<file path="src/rtl/mcs_pkg.sv">
package mcs_pkg;

    // Control state of the machine cycle now in progress
    typedef enum logic [1:0] {
        RS_FIRST  = 2'd0,
        RS_SECOND = 2'd1,
        RS_IDLE   = 2'd2
    } run_st_e;

    // Role of one clock within a machine cycle
    typedef enum logic [1:0] {
        SK_ADDR  = 2'd0,
        SK_FETCH = 2'd1,
        SK_EXEC  = 2'd2
    } sub_kind_e;

    // What the rest of the block needs to know about the run state
    typedef struct packed {
        logic active;
        logic halted;
    } run_view_t;

    function automatic sub_kind_e classify(input int unsigned ph,
                                           input int unsigned n_addr,
                                           input int unsigned n_fetch);
        if (ph < n_addr)
            return SK_ADDR;
        else if (ph < n_addr + n_fetch)
            return SK_FETCH;
        else
            return SK_EXEC;
    endfunction

endpackage

</file>
<file path="src/rtl/mcs_phase_gen.sv">
module mcs_phase_gen #(
    parameter  int CYC_LEN = 8,
    localparam int PH_W    = $clog2(CYC_LEN)
) (
    input  logic               clk,
    input  logic               rst,
    output logic [PH_W-1:0]    phase,
    output logic [CYC_LEN-1:0] strobe,
    output logic               last
);
    localparam logic [PH_W-1:0] PH_LAST = PH_W'(CYC_LEN - 1);

    always_ff @(posedge clk) begin
        if (rst)
            phase <= '0;
        else if (phase == PH_LAST)
            phase <= '0;
        else
            phase <= phase + 1'b1;
    end

    for (genvar g = 0; g < CYC_LEN; g++) begin : g_strb
        assign strobe[g] = (phase == PH_W'(g));
    end

    assign last = (phase == PH_LAST);
endmodule

</file>
<file path="src/rtl/mcs_run_ctrl.sv">
module mcs_run_ctrl
    import mcs_pkg::*;
(
    input  logic      clk,
    input  logic      rst,
    input  logic      cyc_end,
    input  logic      stop_req,
    input  logic      two_cyc,
    output run_view_t view
);
    run_st_e st, st_nx;

    always_comb begin
        st_nx = st;
        if (cyc_end) begin
            unique case (st)
                RS_FIRST:
                    if (two_cyc)
                        st_nx = RS_SECOND;
                    else
                        st_nx = stop_req ? RS_IDLE : RS_FIRST;
                RS_SECOND:
                    st_nx = stop_req ? RS_IDLE : RS_FIRST;
                default:
                    st_nx = stop_req ? RS_IDLE : RS_FIRST;
            endcase
        end
    end

    always_ff @(posedge clk) begin
        if (rst)
            st <= RS_FIRST;
        else
            st <= st_nx;
    end

    assign view.active = (st != RS_IDLE);
    assign view.halted = (st == RS_IDLE);
endmodule

</file>
<file path="src/rtl/mcs_addr_mux.sv">
module mcs_addr_mux #(
    parameter  int ADDR_W = 12,
    parameter  int NIB_W  = 4,
    parameter  int PH_W   = 3,
    localparam int N_NIB  = ADDR_W / NIB_W
) (
    input  logic              clk,
    input  logic              rst,
    input  logic              load,
    input  logic [ADDR_W-1:0] pc_in,
    input  logic [PH_W-1:0]   phase,
    input  logic              drive,
    output logic [NIB_W-1:0]  nib
);
    logic [ADDR_W-1:0] addr_q;
    logic [NIB_W-1:0]  slice [N_NIB];

    always_ff @(posedge clk) begin
        if (rst)
            addr_q <= '0;
        else if (load)
            addr_q <= pc_in;
    end

    for (genvar g = 0; g < N_NIB; g++) begin : g_slice
        assign slice[g] = addr_q[g*NIB_W +: NIB_W];
    end

    always_comb begin
        nib = '0;
        if (drive) begin
            for (int k = 0; k < N_NIB; k++) begin
                if (phase == PH_W'(k))
                    nib = slice[k];
            end
        end
    end
endmodule

</file>
<file path="src/rtl/mcs_sequencer.sv">
module mcs_sequencer
    import mcs_pkg::*;
#(
    parameter  int CYC_LEN    = 8,
    parameter  int ADDR_W     = 12,
    parameter  int NIB_W      = 4,
    parameter  int FETCH_SUBS = 2,
    localparam int PH_W       = $clog2(CYC_LEN),
    localparam int N_NIB      = ADDR_W / NIB_W
) (
    input  logic               clk,
    input  logic               rst,
    input  logic               stop_req,
    input  logic               two_cyc,
    input  logic [ADDR_W-1:0]  pc_in,
    output logic [PH_W-1:0]    phase,
    output logic [CYC_LEN-1:0] phase_strb,
    output logic               sync,
    output logic [NIB_W-1:0]   addr_nib,
    output logic               bus_en,
    output logic               exec_en,
    output logic               stop_ack
);
    logic      cyc_end;
    run_view_t view;
    sub_kind_e kind;

    mcs_phase_gen #(.CYC_LEN(CYC_LEN)) u_phase (
        .clk    (clk),
        .rst    (rst),
        .phase  (phase),
        .strobe (phase_strb),
        .last   (cyc_end)
    );

    mcs_run_ctrl u_ctl (
        .clk      (clk),
        .rst      (rst),
        .cyc_end  (cyc_end),
        .stop_req (stop_req),
        .two_cyc  (two_cyc),
        .view     (view)
    );

    always_comb kind = classify(int'(phase), N_NIB, FETCH_SUBS);

    assign bus_en   = view.active && (kind == SK_ADDR);
    assign exec_en  = view.active && (kind == SK_EXEC);
    assign stop_ack = view.halted;
    assign sync     = cyc_end;

    mcs_addr_mux #(.ADDR_W(ADDR_W), .NIB_W(NIB_W), .PH_W(PH_W)) u_addr (
        .clk   (clk),
        .rst   (rst),
        .load  (cyc_end),
        .pc_in (pc_in),
        .phase (phase),
        .drive (bus_en),
        .nib   (addr_nib)
    );
endmodule

</file>
<file path="config.mk">
export PLATFORM = sky130hd
export DESIGN_NAME = mcs_sequencer
export DESIGN_NICKNAME = d
export VERILOG_FILES = /design/src/rtl/mcs_pkg.sv /design/src/rtl/mcs_phase_gen.sv /design/src/rtl/mcs_run_ctrl.sv /design/src/rtl/mcs_addr_mux.sv /design/src/rtl/mcs_sequencer.sv
export SDC_FILE = /design/constraint.sdc
export NUM_CORES = 1
export LEC_CHECK = 0
export ABC_AREA = 1
export BUFFER_PORTS_ARGS = -buffer_cell sky130_fd_sc_hd__buf_2
export CORE_ASPECT_RATIO = 1.25
export CORE_MARGIN = 2
export CORE_UTILIZATION = 47
export DETAILED_ROUTE_END_ITERATION = 10
export MAX_ROUTING_LAYER = met4
export PLACE_DENSITY = 0.77
export SLEW_MARGIN = 20
export SYNTH_ARGS = -nofsm -noshare
export SYNTH_HDL_FRONTEND = slang
export SYNTH_SLANG_ARGS = --single-unit
</file>
<file path="constraint.sdc">
create_clock -name clk -period 1.5 [get_ports clk]
set_input_delay 0.3 -clock clk [delete_from_list [all_inputs] [get_ports clk]]
set_output_delay 0.3 -clock clk [all_outputs]
set_load 0.01 [all_outputs]
</file>
# ---- Word-level counts from Yosys, hierarchy flattened
# Index checks and enable logic that the tools add are counted.
dict set report classes {
  n_addsub 1
  eq_ne 10
  muxes 9
  reduce_logical 6
  order_cmp 2
}
# operator count
set op_table {}
lappend op_table {{$mux W4} 4}
lappend op_table {{$eq A3 B3 Y1 const B} 4}
lappend op_table {{$mux W2} 5}
lappend op_table {{$eq A3 B2 Y1 const B} 2}
lappend op_table {{$eq A2 B2 Y1 const B} 2}
lappend op_table {{$logic_not A2 Y1} 2}
lappend op_table {{$add A3 B1 Y3 const B} 1}
lappend op_table {{$eq A3 B1 Y1 const B} 1}
lappend op_table {{$logic_not A3 Y1} 1}
lappend op_table {{$lt A3 B2 Y1 const B} 1}
lappend op_table {{$lt A3 B3 Y1 const B} 1}
lappend op_table {{$logic_and A1 B1 Y1} 2}
lappend op_table {{$ne A2 B2 Y1 const B} 1}
lappend op_table {{$reduce_or A2 Y1} 1}
dict set report totals {
  register_bits 17
  in_bits 16
}

# ---- Logic depth before layout (Yosys ltp)
# Gate-level depths: netlist (run 1).
dict set report logic_depth {
  word_depth 6
  ltp_mapped 8
  mapped_depth_nobuf 7
}

# ---- Cells and area by module
# A second synthesis (run 1) with hierarchy kept.
dict set report unflattened {
  cells_unflattened 140
  area_unflattened_um2 970.9
}
# module cells_each area_per_inst_um2 seq_area_each_um2 n_inst
set by_module_without_submodules {}
lappend by_module_without_submodules {mcs_addr_mux 80 604.3 240.2 1}
lappend by_module_without_submodules {mcs_phase_gen 32 225.2 60.1 1}
lappend by_module_without_submodules {mcs_run_ctrl 20 111.4 40.0 1}
lappend by_module_without_submodules {mcs_sequencer 8 30.0 0.0 1}

# ---- Worst setup path before layout (run 1)
# OpenSTA, ideal clock, no wires.
dict set report synth_path {
  path_kind {flip-flop to output port}
  start {reg u_phase.phase[0]}
  end {out addr_nib[0]}
  arrival_ns 1.244
  setup_slack_ns -0.044
  path_stages_with_launch 8
  path_cell_list {dfxtp_1 inv_1 ha_1 nand2_2 inv_1 nand2_1 nand2_1 nor2_1}
}
dict set report synth_via {
  elab_cells_between_ends 13
}
# item line_no
set synth_rtl {}
lappend synth_rtl {{start, declared} mcs_phase_gen.sv:7} ;# output logic [PH_W-1:0] phase,
lappend synth_rtl {{start signal, assigned} mcs_phase_gen.sv:19} ;# phase <= phase + 1'b1;
lappend synth_rtl {{$eq A3 B2 Y1} --}
lappend synth_rtl {{net phase_strb[2]} mcs_sequencer.sv:17} ;# output logic [CYC_LEN-1:0] phase_strb,
lappend synth_rtl {{$mux W4} mcs_addr_mux.sv:33} ;# if (phase == PH_W'(k))
lappend synth_rtl {{$mux W4} mcs_addr_mux.sv:31} ;# if (drive) begin
lappend synth_rtl {{end, declared} mcs_sequencer.sv:19} ;# output logic [NIB_W-1:0] addr_nib,
# The timed path passes the listed nets, and every way through them passes these cells.

# ---- Worst setup path after layout (run 1)
dict set report layout_path {
  start {reg u_phase.phase[0]}
  end {out addr_nib[1]}
}
dict set report layout_via {
  elab_chain_cells 6
  elab_cells_between_ends 13
}
# item line_no
set layout_rtl {}
lappend layout_rtl {{$lt A3 B3 Y1} mcs_pkg.sv:28} ;# else if (ph < n_addr + n_fetch)
lappend layout_rtl {{$mux W2} mcs_pkg.sv:28}
lappend layout_rtl {{$mux W2} mcs_pkg.sv:26} ;# if (ph < n_addr)
lappend layout_rtl {{$logic_not A2 Y1} mcs_sequencer.sv:47} ;# assign bus_en = view.active && (kind == SK_ADDR);
lappend layout_rtl {{$logic_and A1 B1 Y1} mcs_sequencer.sv:47}
lappend layout_rtl {{$mux W4 (*)} mcs_addr_mux.sv:31}
# Mark *: on every way between the ends. The rest lies on a longest branch, timed or not.

==> results of run 1 <==
## worst max path at each step
stage / end / slack (ns) / depth (start not counted) / startpoint
2_1_floorplan: addr_nib[0] / 0.04 / 7 / u_phase.phase[0]
3_3_place_gp: addr_nib[2] / -0.02 / 8 / u_phase.phase[1]
3_5_place_dp: addr_nib[2] / -0.07 / 8 / u_phase.phase[1]
4_1_cts: addr_nib[2] / -0.21 / 8 / u_phase.phase[1]
5_1_grt: addr_nib[3] / -0.31 / 8 / u_phase.phase[0]
6_report: addr_nib[1] / -0.24 / 7 / u_phase.phase[0]
## metal layers
| metal | share of wire | vias to the layer above |
|---|---|---|
| met5 | 0 | - |
| met4 | 0.019 | 0 |
| met3 | 0.056 | 6 |
| met2 | 0.53 | 41 |
| met1 | 0.39 | 446 |
| li1 | - | 501 |
## cell type report
type,count,area share
repair buffers,48,0.236
clock buffers,4,0.0195
inverters,18,0.0593
flip-flops and latches,17,0.258
multi-input cells,92,0.410
well taps,19,0.0176
## sequential cells by signal (all words and copies together), names as in the netlist
signal / count
u_ctl.st: 2
u_phase.phase: 3
u_addr.addr_q: 12
## per-stage QoR
stage | std cells | cell area, µm² | total power [mW] | util
4_1_cts | 193 | 1260 | 0.964 | 0.696
6_report | 198 | 1350 | 0.990 | 0.747
2_1_floorplan | 133 | 915 | 0.610 | -
5_1_grt | 198 | 1350 | 1.04 | 0.747
3_3_place_gp | 185 | 1120 | 0.680 | 0.619
3_5_place_dp | 185 | 1120 | 0.684 | 0.619
## power by group
group          total (mW)  leakage, nW  switching (mW)  internal (mW)
sequential          0.475        0.139          0.0130          0.462
clock               0.241       0.0150           0.138          0.103
combinational       0.275        0.570           0.150          0.125
## logic make-up (layout without fill, tap and decap cells)
logic type / Yosys count / in the layout / synth area share
AOI/OAI and AO/OA: 19 / 19 / 0.107
adders and majority gates: 6 / 6 / 0.0823
buffers and inverters: 24 / 70 / 0.117
DFF: 17 / 17 / 0.373
and+or+nand+nor: 67 / 67 / 0.321
## critical path, stage by stage, from the launching register on
cell and delay, ns:
dfxtp_4 0.38, buf_6 0.11, ha_4 0.20, nand3_2 0.10
nand2_1 0.08, nor2_1 0.05, nor2_1 0.09, buf_2 0.14
## timing repair
| item | 4_1_cts | 5_1_grt |
|---|---|---|
| pin swaps | 4 | 5 |
| cloned | 0 | 1 |
| endpoints found under the setup margin | 13 | 22 |
| resized for setup | 20 | 14 |
| setup buffers | 4 | 4 |
## layout by cell type (no fill, tap or decap), types with 4 or more instances in the layout
cell type / instances
nor2_1: 33
dfxtp_1: 15
inv_1: 12
o21ai_0: 10
inv_4: 5
a21oi_1: 5
buf_4: 10
nand3_1: 4
ha_4: 5
buf_2: 33
nand2_1: 20
==> results.md, run 1 <==
* Outcome: complete, but fails checks
* Failing checks: negative setup slack
* Tmin final at 1.74 ns
* Die Ht at 53.3 µm
* GP Congestion at 0.854
* Worst-case reg-to-reg path depth at 9
* Synth top cells by count: 34 x nor2_1, 21 x nand2_1, 17 x dfxtp_1, 17 x inv_1, 13 x o21ai_0
* TritonRoute pass-1 iters at 4
* Mapped Nets at 155
* CP Data Arrival Time at 1.44 ns
* Layout cell share with drive strength beyond 1 at 0.408
* Reg-to-reg endpoint: u_addr.addr_q[5]
* Hold WS at 0.232 ns
* WL final at 2.40 mm
* Initial antenna violation count at 0
* Worst-Skew Late Latency at 0.28 ns
* Initial drt markers at 23
* Area of the multi-input gates at 553 µm²
* Ys flop type: dfxtp_1
* Seq/Total Area, Yosys at 0.373
* Worst Hold Class: input pin to flop
* GRT Util Overall at 0.220
* Post-synth EDFFs at 0
* Final Hold Vio Count at 0
* Synth top area share at 0.373
* Core region area at 0.00181 mm²
* I/O pin count at 35
* Nets@finish at 202
* Synth-to-layout area growth at 48.0%
* Endpoint type of the worst setup path: primary output
* Number of synthesis warnings at 0
* Peak supply drop at 464 µV
* Final setup violation count at 10
* Count leader, synth: nor2_1
* Met1 GRT Util at 0.230
* CTS tree: built
* Pin count of the biggest net entering global routing at 17
* Hold depth at 3
* Async S/R FF share, synth at 0
* Post-synthesis cell count at 133
* Slew Limit Fails at 0
* Met2 Use GR at 0.408
* Die area at 0.00231 mm²
* Crit path launch type: flop
* PortBufs at 34
* DR DRC count at 0
* Post-CTS Hold Buffers at 0
* Setup Crit Path Kind: flop to primary output
* Top Usage Layer GRT: met2
* Filler cell count at 144
* Detailed-route wire length per cell at 12.1 µm
* Global-route wire length before repair at 3.75 mm
* Worst-path fanout max at 8
* Synth top area cells: dfxtp_1 37%, nor2_1 14%, nand2_1 8.6%
* Power Dens Cells at 734 mW/mm²
* CTS Buf Count at 3
* RSZ-0062 raised after global routing: true
* Setup TNS at -1.68 ns
* FF-to-FF setup slack at 0.04 ns
* Hold path endpoint: u_addr.addr_q[1]
* Area leader, netlist: dfxtp_1
* Netlist area before placement at 912 µm²
* Req. time, crit path at 1.20 ns
* Peak Freq at 576 MHz
* Worst R2R Start: u_phase.phase[1]
* Worst slew pin tran at 0.356 ns
* Final Skew at 0.00585 ns
* Number of global-route vias before repair at 949
* Distinct cell type count after synthesis at 18
* Synth Register Bits at 17
* Num rows at 17
* Syn avg cell area at 6.86 µm²
* Remaining Overflow, GRT at 0
* Clock root buffer master: clkbuf_4
* Routed Antenna Nets at 0
* PnR worst setup slack at -0.235 ns
* DR vias at 994
* Hold Startpoint: pc_in[1]
* Clock transition at path regs at 0.10 ns
* Max Root-Sink Buffers at 2
* Final critical-path share of the clock period at 1.16
* Initial Util at 0.504
* Vias per inst at 5.02
* Relative slew slack at 0.762
* Leakage Power at 0.723 nW
* Detailed Place HPWL at 1.57 mm
* Register Area at 348 µm²
* Max Cap Viol at 0
* Chip Width at 43.4 µm
* Sink Count at 17
* H-tree Lvls at 1
* Antenna Cells at 0
* Grt met3 use at 0.0273
* Pre-CTS setup slack at -0.0705 ns
No activity file was read; power rests on OpenSTA's default activity.
==> inputs of run 2 (changes only) <==
--- a/config.mk
+++ b/config.mk
@@ -13,6 +13,7 @@
 export DETAILED_ROUTE_END_ITERATION = 10
 export MAX_ROUTING_LAYER = met4
 export PLACE_DENSITY = 0.77
+export SKIP_CTS_REPAIR_TIMING = 1
 export SLEW_MARGIN = 20
 export SYNTH_ARGS = -nofsm -noshare
 export SYNTH_HDL_FRONTEND = slang
==> run 2 against run 1 <==
- the run still ends with negative setup slack left
- critical path depth stayed put
- design area fell by 7.8%
- power shrank 2.7%
- worst setup slack worse by 0.035 ns
- maximum frequency decreased by 2.0%
- clock-buffer cell count stayed put
- critical endpoint unchanged
==> results.md, run 2 (synthesis gave the netlist of run 1 again) <==
* Outcome: complete, but fails checks
* Failing checks: negative setup slack
* Global-route wire length before repair at 3.39 mm
* Worst Hold Class: input pin to flop
* RSZ-0062 raised after global routing: true
* Die area at 0.00231 mm²
* Crit path launch type: flop
* CTS tree: built
* Peak supply drop at 552 µV
* Initial antenna violation count at 0
* Final Hold Vio Count at 0
* Pin count of the biggest net entering global routing at 17
* Final critical-path share of the clock period at 1.18
* Setup Crit Path Kind: flop to primary output
* FF-to-FF setup slack at 0.12 ns
* Top flop regs: u_addr.addr_q x12, u_phase.phase x3, u_ctl.st x2
* Kind of cell adding the most delay to the critical path: flip-flops
* Initial drt markers at 19
* Most used cell, CP: nor2_1
* Antenna Cells at 0
* DR DRC count at 0
* Detailed-route wire length per cell at 11.5 µm
* Clock root buffer master: clkbuf_4
* PnR worst setup slack at -0.270 ns
* Most frequent cells in the layout: 34 x nor2_1, 34 x buf_2, 21 x nand2_1
* Fin cells at 192
* Worst-Skew Late Latency at 0.29 ns
* Relative slew slack at 0.763
* Biggest register: u_addr.addr_q
* CTS Buf Count at 3
* H-tree Lvls at 1
* Num rows at 17
* DR vias at 948
* Initial Util at 0.504
* Worst-path fanout max at 8
* Routed Antenna Nets at 0
* GP Congestion at 0.854
* Number of global-route vias before repair at 881
* Flip-flop count of the largest register after layout at 12
* Tmin final at 1.77 ns
* Power Dens Cells at 774 mW/mm²
* Max incr delay on CP at 0.38 ns
* Critical path buffer and inverter count at 2
* PortBufs at 34
* Peak Freq at 565 MHz
* Dpl cells at 185
* Endpoint type of the worst setup path: primary output
* Sink Count at 17
* Max Root-Sink Buffers at 2
* Leakage Power at 0.678 nW
* Req. time, crit path at 1.20 ns
* Hold Startpoint: pc_in[1]
* Crit-path cells: buf_6 -> ha_4 -> nand3_1 -> nand2_1 -> nor2_1 -> nor2_1 -> buf_2
* Hold depth at 3
* I/O pin count at 35
* Layout cell share with drive strength beyond 1 at 0.358
* Vias per inst at 4.94
* CP Data Arrival Time at 1.47 ns
* Worst-case reg-to-reg path depth at 7
* Final Skew at 0.00524 ns
* TritonRoute pass-1 iters at 4
* Reg-to-reg endpoint: u_phase.phase[2]
* Die Ht at 53.3 µm
* Hold path endpoint: u_addr.addr_q[1]
* GRT Util Overall at 0.196
* Detailed Place HPWL at 1.57 mm
* Chip Width at 43.4 µm
* Total design power at 0.964 mW
* Synth-to-layout area growth at 36.5%
* Slew Limit Fails at 0
* Slowest cell on the critical path: dfxtp_2
* Remaining Overflow, GRT at 0
* Core region area at 0.00181 mm²
* Worst R2R Start: u_phase.phase[0]
* Worst slew pin tran at 0.355 ns
* Nets@finish at 196
* WP depth at 7
* Final setup violation count at 10
* Max Cap Viol at 0
* Clock transition at path regs at 0.10 ns
* WL final at 2.21 mm
## run 2: power by group
| part | internal (mW) | leakage [nW] | switching, mW |
|---|---|---|---|
| Sequential | 0.462 | 0.138 | 0.0147 |
| Clock | 0.103 | 0.0150 | 0.139 |
| Combinational | 0.109 | 0.525 | 0.136 |
## run 2: tightest hold or removal path, cell delays in order
cell and delay [ns]:
buf_2 0.07, nor2_1 0.03, nor2_1 0.08
## run 2: per-stage QoR
stage,hold WS (ns),utilization,TNS [ns],cell area [µm²],setup WS (ns)
3_3_place_gp,0.450,0.619,-0.0309,1120,-0.0213
2_1_floorplan,0.429,-,0,915,0.0416
4_1_cts,0.228,0.634,-2.71,1150,-0.403
6_report,0.228,0.689,-1.65,1240,-0.270
5_1_grt,0.251,0.689,-2.31,1240,-0.343
3_5_place_dp,0.461,0.619,-0.117,1120,-0.0705
## run 2: worst max path at each step
stage / startpoint / end / slack [ns]
CTS: u_phase.phase[1] / addr_nib[2] / -0.40
global route: u_phase.phase[0] / addr_nib[1] / -0.34
detailed placement: u_phase.phase[1] / addr_nib[2] / -0.07
floorplan: u_phase.phase[0] / addr_nib[0] / 0.04
finish: u_phase.phase[0] / addr_nib[1] / -0.27
global placement: u_phase.phase[1] / addr_nib[2] / -0.02
## run 2: layer usage
metal	vias up	global-route usage	wire [µm]
li1	489	-	-
met1	428	0.209	841
met2	25	0.368	1220
met3	6	0.0205	101
met4	0	0.0758	41
met5	-	-	0
## run 2: cell type report
cell class / count / area [µm²]
Inverter: 18 / 75.1
Sequential cell: 17 / 345
Timing Repair Buffer: 42 / 246
Multi-Input combinational cell: 92 / 528
Fill cell: 163 / 563
Clock buffer: 4 / 26.3
Tap cell: 19 / 23.8
